--- src/rtl/ipi_pkg.sv ---
package ipi_pkg;

  localparam int CORE_ID_W = 10;
  localparam int VEC_W     = 5;
  localparam int MBX_WORDS = 8;
  localparam int MBX_IDX_W = $clog2(MBX_WORDS);

  localparam logic [7:0] OFF_STATUS = 8'h00;
  localparam logic [7:0] OFF_ENABLE = 8'h04;
  localparam logic [7:0] OFF_SET    = 8'h08;
  localparam logic [7:0] OFF_CLEAR  = 8'h0C;
  localparam logic [7:0] OFF_SEND   = 8'h40;

  typedef enum logic [1:0] {
    RD_ZERO   = 2'd0,
    RD_STATUS = 2'd1,
    RD_ENABLE = 2'd2,
    RD_MBX    = 2'd3
  } rdKind_e;

  // Strobes handed from the decoder to the register banks each cycle.
  typedef struct packed {
    logic                 enWr;
    logic                 setWr;
    logic                 clrWr;
    logic                 mbxWr;
    logic                 sendSet;
    logic                 rdStb;
    rdKind_e              rdKind;
    logic [CORE_ID_W-1:0] bankIdx;
    logic [CORE_ID_W-1:0] targetIdx;
    logic [MBX_IDX_W-1:0] mbxIdx;
    logic [VEC_W-1:0]     vector;
  } ctrlStrobes_t;

endpackage

--- src/rtl/ipiCtrl.sv ---
module ipiCtrl
  import ipi_pkg::*;
#(
  parameter int NUM_CORES = 4
) (
  input  logic                 clk,
  input  logic                 rstN,
  input  logic                 rdEn,
  input  logic                 wrEn,
  input  logic [7:0]           addr,
  input  logic [CORE_ID_W-1:0] reqId,
  input  logic [CORE_ID_W-1:0] sendTarget,
  input  logic [VEC_W-1:0]     sendVector,
  output ctrlStrobes_t         strb,
  output logic                 rdValid,
  output logic                 decErr,
  output logic                 roErr
);

  localparam logic [CORE_ID_W-1:0] CORE_LIMIT = CORE_ID_W'(NUM_CORES);

  logic reqOk, tgtOk, isMbx, isSend, isStatus, accErr;
  logic rdValidQ, decErrQ, roErrQ;

  assign reqOk    = reqId < CORE_LIMIT;
  assign tgtOk    = sendTarget < CORE_LIMIT;
  assign isMbx    = addr[7:5] == 3'b001;
  assign isSend   = addr == OFF_SEND;
  assign isStatus = addr == OFF_STATUS;
  assign accErr   = (rdEn || wrEn) && (!reqOk || (wrEn && isSend && !tgtOk));

  always_comb begin
    strb           = '0;
    strb.bankIdx   = reqId;
    strb.targetIdx = sendTarget;
    strb.vector    = sendVector;
    strb.mbxIdx    = addr[4:2];
    strb.rdKind    = RD_ZERO;
    if (wrEn && reqOk) begin
      strb.enWr    = addr == OFF_ENABLE;
      strb.setWr   = addr == OFF_SET;
      strb.clrWr   = addr == OFF_CLEAR;
      strb.mbxWr   = isMbx;
      strb.sendSet = isSend && tgtOk;
    end else if (rdEn && reqOk) begin
      strb.rdStb = 1'b1;
      if (isStatus)                 strb.rdKind = RD_STATUS;
      else if (addr == OFF_ENABLE)  strb.rdKind = RD_ENABLE;
      else if (isMbx)               strb.rdKind = RD_MBX;
    end
  end

  always_ff @(posedge clk) begin
    if (!rstN) begin
      rdValidQ <= 1'b0;
      decErrQ  <= 1'b0;
      roErrQ   <= 1'b0;
    end else begin
      rdValidQ <= rdEn && !wrEn;
      decErrQ  <= accErr;
      roErrQ   <= wrEn && reqOk && isStatus;
    end
  end

  assign rdValid = rdValidQ;
  assign decErr  = decErrQ;
  assign roErr   = roErrQ;

endmodule

--- src/rtl/ipiDatapath.sv ---
module ipiDatapath
  import ipi_pkg::*;
#(
  parameter int NUM_CORES = 4
) (
  input  logic                 clk,
  input  logic                 rstN,
  input  ctrlStrobes_t         strb,
  input  logic [31:0]          wrData,
  output logic [31:0]          rdData,
  output logic [NUM_CORES-1:0] irq
);

  logic [NUM_CORES-1:0][31:0]                statusVec;
  logic [NUM_CORES-1:0][31:0]                enableVec;
  logic [NUM_CORES-1:0][MBX_WORDS-1:0][31:0] mbxVec;
  logic [31:0] vecMask;
  logic [31:0] rdMux;
  logic [31:0] rdDataQ;

  assign vecMask = 32'(1) << strb.vector;

  for (genvar c = 0; c < NUM_CORES; c++) begin : gBank
    logic                       hit, sendHit, anySet, anyClr;
    logic [31:0]                setMask, clrMask, statusNext;
    logic [31:0]                statusQ, enableQ;
    logic [MBX_WORDS-1:0][31:0] mbxQ;
    logic                       irqQ, irqNext;

    assign hit     = strb.bankIdx == CORE_ID_W'(c);
    assign sendHit = strb.sendSet && (strb.targetIdx == CORE_ID_W'(c));
    assign anySet  = (strb.setWr && hit) || sendHit;
    assign anyClr  = strb.clrWr && hit;
    assign setMask = ((strb.setWr && hit) ? wrData : 32'h0) | (sendHit ? vecMask : 32'h0);
    assign clrMask = anyClr ? wrData : 32'h0;
    // Clear first, then set: a set arriving with a clear survives it.
    assign statusNext = (statusQ & ~clrMask) | setMask;

    always_comb begin
      irqNext = irqQ;
      if (anySet && ((statusNext & enableQ) != 32'h0))
        irqNext = 1'b1;
      else if (anyClr && (statusNext == 32'h0) && (enableQ != 32'h0))
        irqNext = 1'b0;
    end

    always_ff @(posedge clk) begin
      if (!rstN) begin
        statusQ <= '0;
        enableQ <= '0;
        mbxQ    <= '0;
        irqQ    <= 1'b0;
      end else begin
        statusQ <= statusNext;
        irqQ    <= irqNext;
        if (strb.enWr && hit) enableQ <= wrData;
        if (strb.mbxWr && hit) mbxQ[strb.mbxIdx] <= wrData;
      end
    end

    assign statusVec[c] = statusQ;
    assign enableVec[c] = enableQ;
    assign mbxVec[c]    = mbxQ;
    assign irq[c]       = irqQ;
  end

  always_comb begin
    rdMux = 32'h0;
    for (int c = 0; c < NUM_CORES; c++) begin
      if (strb.bankIdx == CORE_ID_W'(c)) begin
        unique case (strb.rdKind)
          RD_STATUS: rdMux = statusVec[c];
          RD_ENABLE: rdMux = enableVec[c];
          RD_MBX:    rdMux = mbxVec[c][strb.mbxIdx];
          default:   rdMux = 32'h0;
        endcase
      end
    end
  end

  always_ff @(posedge clk) begin
    if (!rstN) rdDataQ <= '0;
    else       rdDataQ <= strb.rdStb ? rdMux : 32'h0;
  end

  assign rdData = rdDataQ;

endmodule

--- src/rtl/ipiController.sv ---
module ipiController
  import ipi_pkg::*;
#(
  parameter int NUM_CORES = 4
) (
  input  logic                 clk,
  input  logic                 rstN,
  input  logic                 busRdEn,
  input  logic                 busWrEn,
  input  logic [7:0]           busAddr,
  input  logic [9:0]           busReqId,
  input  logic [31:0]          busWrData,
  output logic [31:0]          busRdData,
  output logic                 busRdValid,
  output logic                 busDecErr,
  output logic                 roWriteErr,
  output logic [NUM_CORES-1:0] coreIrq
);

  ctrlStrobes_t strb;

  ipiCtrl #(.NUM_CORES(NUM_CORES)) uCtrl (
    .clk        (clk),
    .rstN       (rstN),
    .rdEn       (busRdEn),
    .wrEn       (busWrEn),
    .addr       (busAddr),
    .reqId      (busReqId),
    .sendTarget (busWrData[25:16]),
    .sendVector (busWrData[4:0]),
    .strb       (strb),
    .rdValid    (busRdValid),
    .decErr     (busDecErr),
    .roErr      (roWriteErr)
  );

  ipiDatapath #(.NUM_CORES(NUM_CORES)) uDatapath (
    .clk    (clk),
    .rstN   (rstN),
    .strb   (strb),
    .wrData (busWrData),
    .rdData (busRdData),
    .irq    (coreIrq)
  );

endmodule

--- config.mk ---
export PLATFORM = sky130hd
export DESIGN_NAME = ipiController
export DESIGN_NICKNAME = d
export VERILOG_FILES = /design/src/rtl/ipi_pkg.sv /design/src/rtl/ipiCtrl.sv /design/src/rtl/ipiDatapath.sv /design/src/rtl/ipiController.sv
export SDC_FILE = /design/constraint.sdc
export NUM_CORES = 2
export LEC_CHECK = 0
export BUFFER_PORTS_ARGS = -buffer_cell sky130_fd_sc_hd__buf_2
export CORE_AREA = 3 3 372 374
export DETAILED_ROUTE_END_ITERATION = 8
export DIE_AREA = 0 0 375 377
export PLACE_DENSITY_LB_ADDON = 0.1
export SLEW_MARGIN = 15
export SYNTH_ARGS = -nofsm -noshare
export SYNTH_HDL_FRONTEND = slang
export SYNTH_SLANG_ARGS = --single-unit
export TNS_END_PERCENT = 30
--- constraint.sdc ---
create_clock -name clk -period 2.4 [get_ports clk]
set_input_delay 0.12 -clock clk [delete_from_list [all_inputs] [get_ports clk]]
set_output_delay 0.12 -clock clk [all_outputs]
set_load 0.005 [all_outputs]
==> summary.md <==
| Metric | Value |
|---|---|
| Outcome | `finished, violations left` |
| Failing checks | `negative setup slack` |
| Slowest CP cell | `a222oi_1` |
| Num CTS Buffers | `approximately 150` |
| Core ar. | `135,000 µm²` |
| Ys flop type | `dfxtp_1` |
| Final hold vios | `0` |
| #FFs+latches synth | `1,319` |
| Cell Area, Synth | `just over 60,000 µm²` |
| Leak | `roughly 28 nW` |
| Final setup violation count | `8` |
| Largest net degree at the start of global routing | `214` |
| Final core utilization | `0.580` |
| Net Count, Synth | `7,587` |
| Worst relative slew slack | `0.0692` |
| Via/cell ratio | `approximately 6.3` |
| Yosys top cell area share | `0.436` |
| # placed instances | `9,918` |
| Clk slew on worst S/H paths | `0.06 ns` |
| Total power | `49.2 mW` |
| Synth warn | `0` |
| Die W | `375 µm` |
| Total grt overflow | `0` |
| RD Place Congestion | `around 1.1` |
| RSZ-0062 raised after global routing | `true` |
| Count of cell types in the netlist | `73` |
| Nets | `8,377` |
| Final Max Slew Viols | `0` |
| Bufs on Longest Clock Path | `3` |
| Post-Route Setup TNS | `-0.410 ns` |
| Peak VDD IR | `about 0.00076 V` |
| Initial core utilization | `0.448` |
| Top-Level Pins | `93` |
| Tmin final | `2.56 ns` |
| Area delta synth->final | `29.4%` |
| Cells after synthesis | `7,533` |
| First-pass GRT wire length | `444 mm` |
| Area contributors post-synth | `dfxtp_1, nand2_1, a21oi_1` |
| Fmax | `0.390 GHz` |
| Post-CTS Setup Inserts | `0` |
| Die ar. | `141,000 µm²` |
| CP Cell Sequence | `a222oi_1 -> nand3_1 -> or4_4 -> a221oi_4 -> nand4_1 -> o22ai_1 -> a21oi_1` |
| Avg Inst Size Synth | `8.05 µm²` |
| Vias in the first global route | `around 60,000` |
| Commonest cells post-synth | `nand2_1, dfxtp_1, a21oi_1, clkbuf_1, mux4_2` |
| HP Class | `in2reg` |
| Fin Clk Skew | `around 0.032 ns` |
| Die Y | `377 µm` |
| Fraction of the yosys area taken by sequential cells | `0.436` |
| Std cell rows | `135` |
| Asr flop ratio synth | `0` |
| CTS tree | `built` |
| Area leader, netlist | `dfxtp_1` |
| Detailed Route Iter0 Violations | `9,185` |
| Post-route ant nets | `0` |
| Setup crit end kind | `register` |
| Pre-CTS setup slack | `-1.14 ns` |
| Non-filler instance count after layout | `10,200` |
| Vias | `64,200` |
| Clk sink count | `1,319` |
| Worst path arrival time | `3.20 ns` |
| CTS H-tree depth | `4` |
| Number of flops mapped to enable cells by yosys | `0` |
| Startpoint class of the critical path | `register` |
| Final period util | `1.07` |
| Slew @ Worst Pin | `1.39 ns` |
| Hpwl dp | `222 mm` |
| Power density over cell area | `627 nW/µm²` |
| Worst-path fanout max | `2` |
| DR pass1 iterations | `8` |
| GRT Overall Usage | `0.433` |
| DR WL/cell | `30.9 µm` |
| Fin area | `78,400 µm²` |
| CP required | `3.03 ns` |
| Most common cell in the synthesized netlist | `nand2_1` |
| Slowest stage delay, CP | `0.58 ns` |
| Fin worst setup slack | `-0.164 ns` |
| Number of max-cap violations | `0` |
| DRC | `0` |
| Initial antenna violation count | `19` |
| Area after DPL | `a little over 70,000 µm²` |
| Worst-skew pair later-pin latency | `0.79 ns` |
| Detailed-route wire length | `316 mm` |
| CP Class | `reg2reg` |
| Layout cell share with drive strength beyond 1 | `0.238` |
| Buffers on Ports | `92` |
| Root buf cell | `clkbuf_16` |
| Hold WS | `0.0632 ns` |
state kept, by name, indices dropped and copies added (netlist names):
register                 count
uCtrl.rdValid                1
uDatapath.gBank.statusQ    128
uCtrl.roErr                  1
uDatapath.gBank.irqQ         4
uDatapath.gBank.enableQ    128
uDatapath.gBank.mbxQ      1024
uCtrl.decErr                 1
uDatapath.rdData            32
logic make-up (layout without fill, tap and decap cells):
family,Yosys count,count (layout),share of synthesized area
buffers and inverters,798,1712,0.0509
AND/OR/NAND/NOR,3063,3063,0.206
flip-flops,1319,1319,0.436
other,0,13,0
multiplexers,394,394,0.118
AO/OA/AOI/OAI,1959,1959,0.190
metal layers:
metal / share of wire / GRT usage / up-vias / routed length (µm)
li1: - / - / 27800 / -
met1: 0.40 / 0.575 / 31400 / 125000
met3: 0.11 / 0.107 / 895 / 35600
met4: 0.065 / 0.243 / 6 / 20600
met5: 0.00014 / 0 / - / 44
met2: 0.43 / 0.645 / 4146 / 135000
critical path, delay by kind of cell (launching register included):
family	cells	cell delay (ns)
and+or+nand+nor	3	0.97
DFF	1	0.32
AOI/OAI and AO/OA	4	1.11
path summary, 6_finish.rpt:
path | startpoint | to | slack (ns) | cells after the start
worst max-delay path | uDatapath.gBank[3].enableQ[0]$_SDFFE_PN0P_ | uDatapath.gBank[3].irqQ$_SDFFE_PN0P_ | -0.16 | 7
worst min register to register | uDatapath.gBank[2].mbxQ[114]$_SDFFE_PN0P_ | uDatapath.gBank[2].mbxQ[114]$_SDFFE_PN0P_ | 0.45 | 2
worst max register to register | uDatapath.gBank[3].enableQ[0]$_SDFFE_PN0P_ | uDatapath.gBank[3].irqQ$_SDFFE_PN0P_ | -0.16 | 7
worst min-delay path | busAddr[2] | uDatapath.gBank[2].statusQ[21]$_SDFF_PN0_ | 0.06 | 5
timing repair:
item / 4_1_cts / 5_1_grt
cloned: 0 / 1
resized for setup: 38 / 44
hold buffers: 35 / 0
pin swaps: 8 / 11
endpoints found under the hold margin: 387 / 0
setup endpoints to repair: 18 / 41
cell usage in the layout (no fill, tap or decap), types with 28 or more instances in the layout:
cell,n
inv_1,65
a22oi_1,101
a221oi_1,75
o21ai_0,64
nor4_1,47
o21a_1,39
and2_1,44
buf_2,89
buf_4,1068
nand4_1,64
clkbuf_8,40
dlygate4sd3_1,33
mux4_2,256
clkbuf_16,153
clkinv_2,35
nor2_4,28
nor2_1,185
a221o_1,31
buf_12,166
a211oi_1,55
dfxtp_1,1317
nand2_1,2467
nand3_1,38
a21oi_1,1300
a31oi_1,73
nor3_1,49
mux2i_1,133
layout make-up:
cell class,instances,area (µm²)
diodes,13,32.5
clock buffers,211,4430
clock inverters,64,778
fillers,12300,56900
inverters,66,255
multi-input cells,5416,32000
flip-flops and latches,1319,26400
well taps,1781,2230
repair buffers,1371,12400
report_power, final:
group | total, mW | internal [mW] | switching, mW | leakage (nW)
Clock | 24.1 | 14.2 | 9.99 | 2.58
Sequential | 21.9 | 21.9 | 0.000488 | 10.6
Combinational | 3.16 | 0.948 | 2.21 | 14.6
Note: power is estimated with default switching activity, not from simulation.
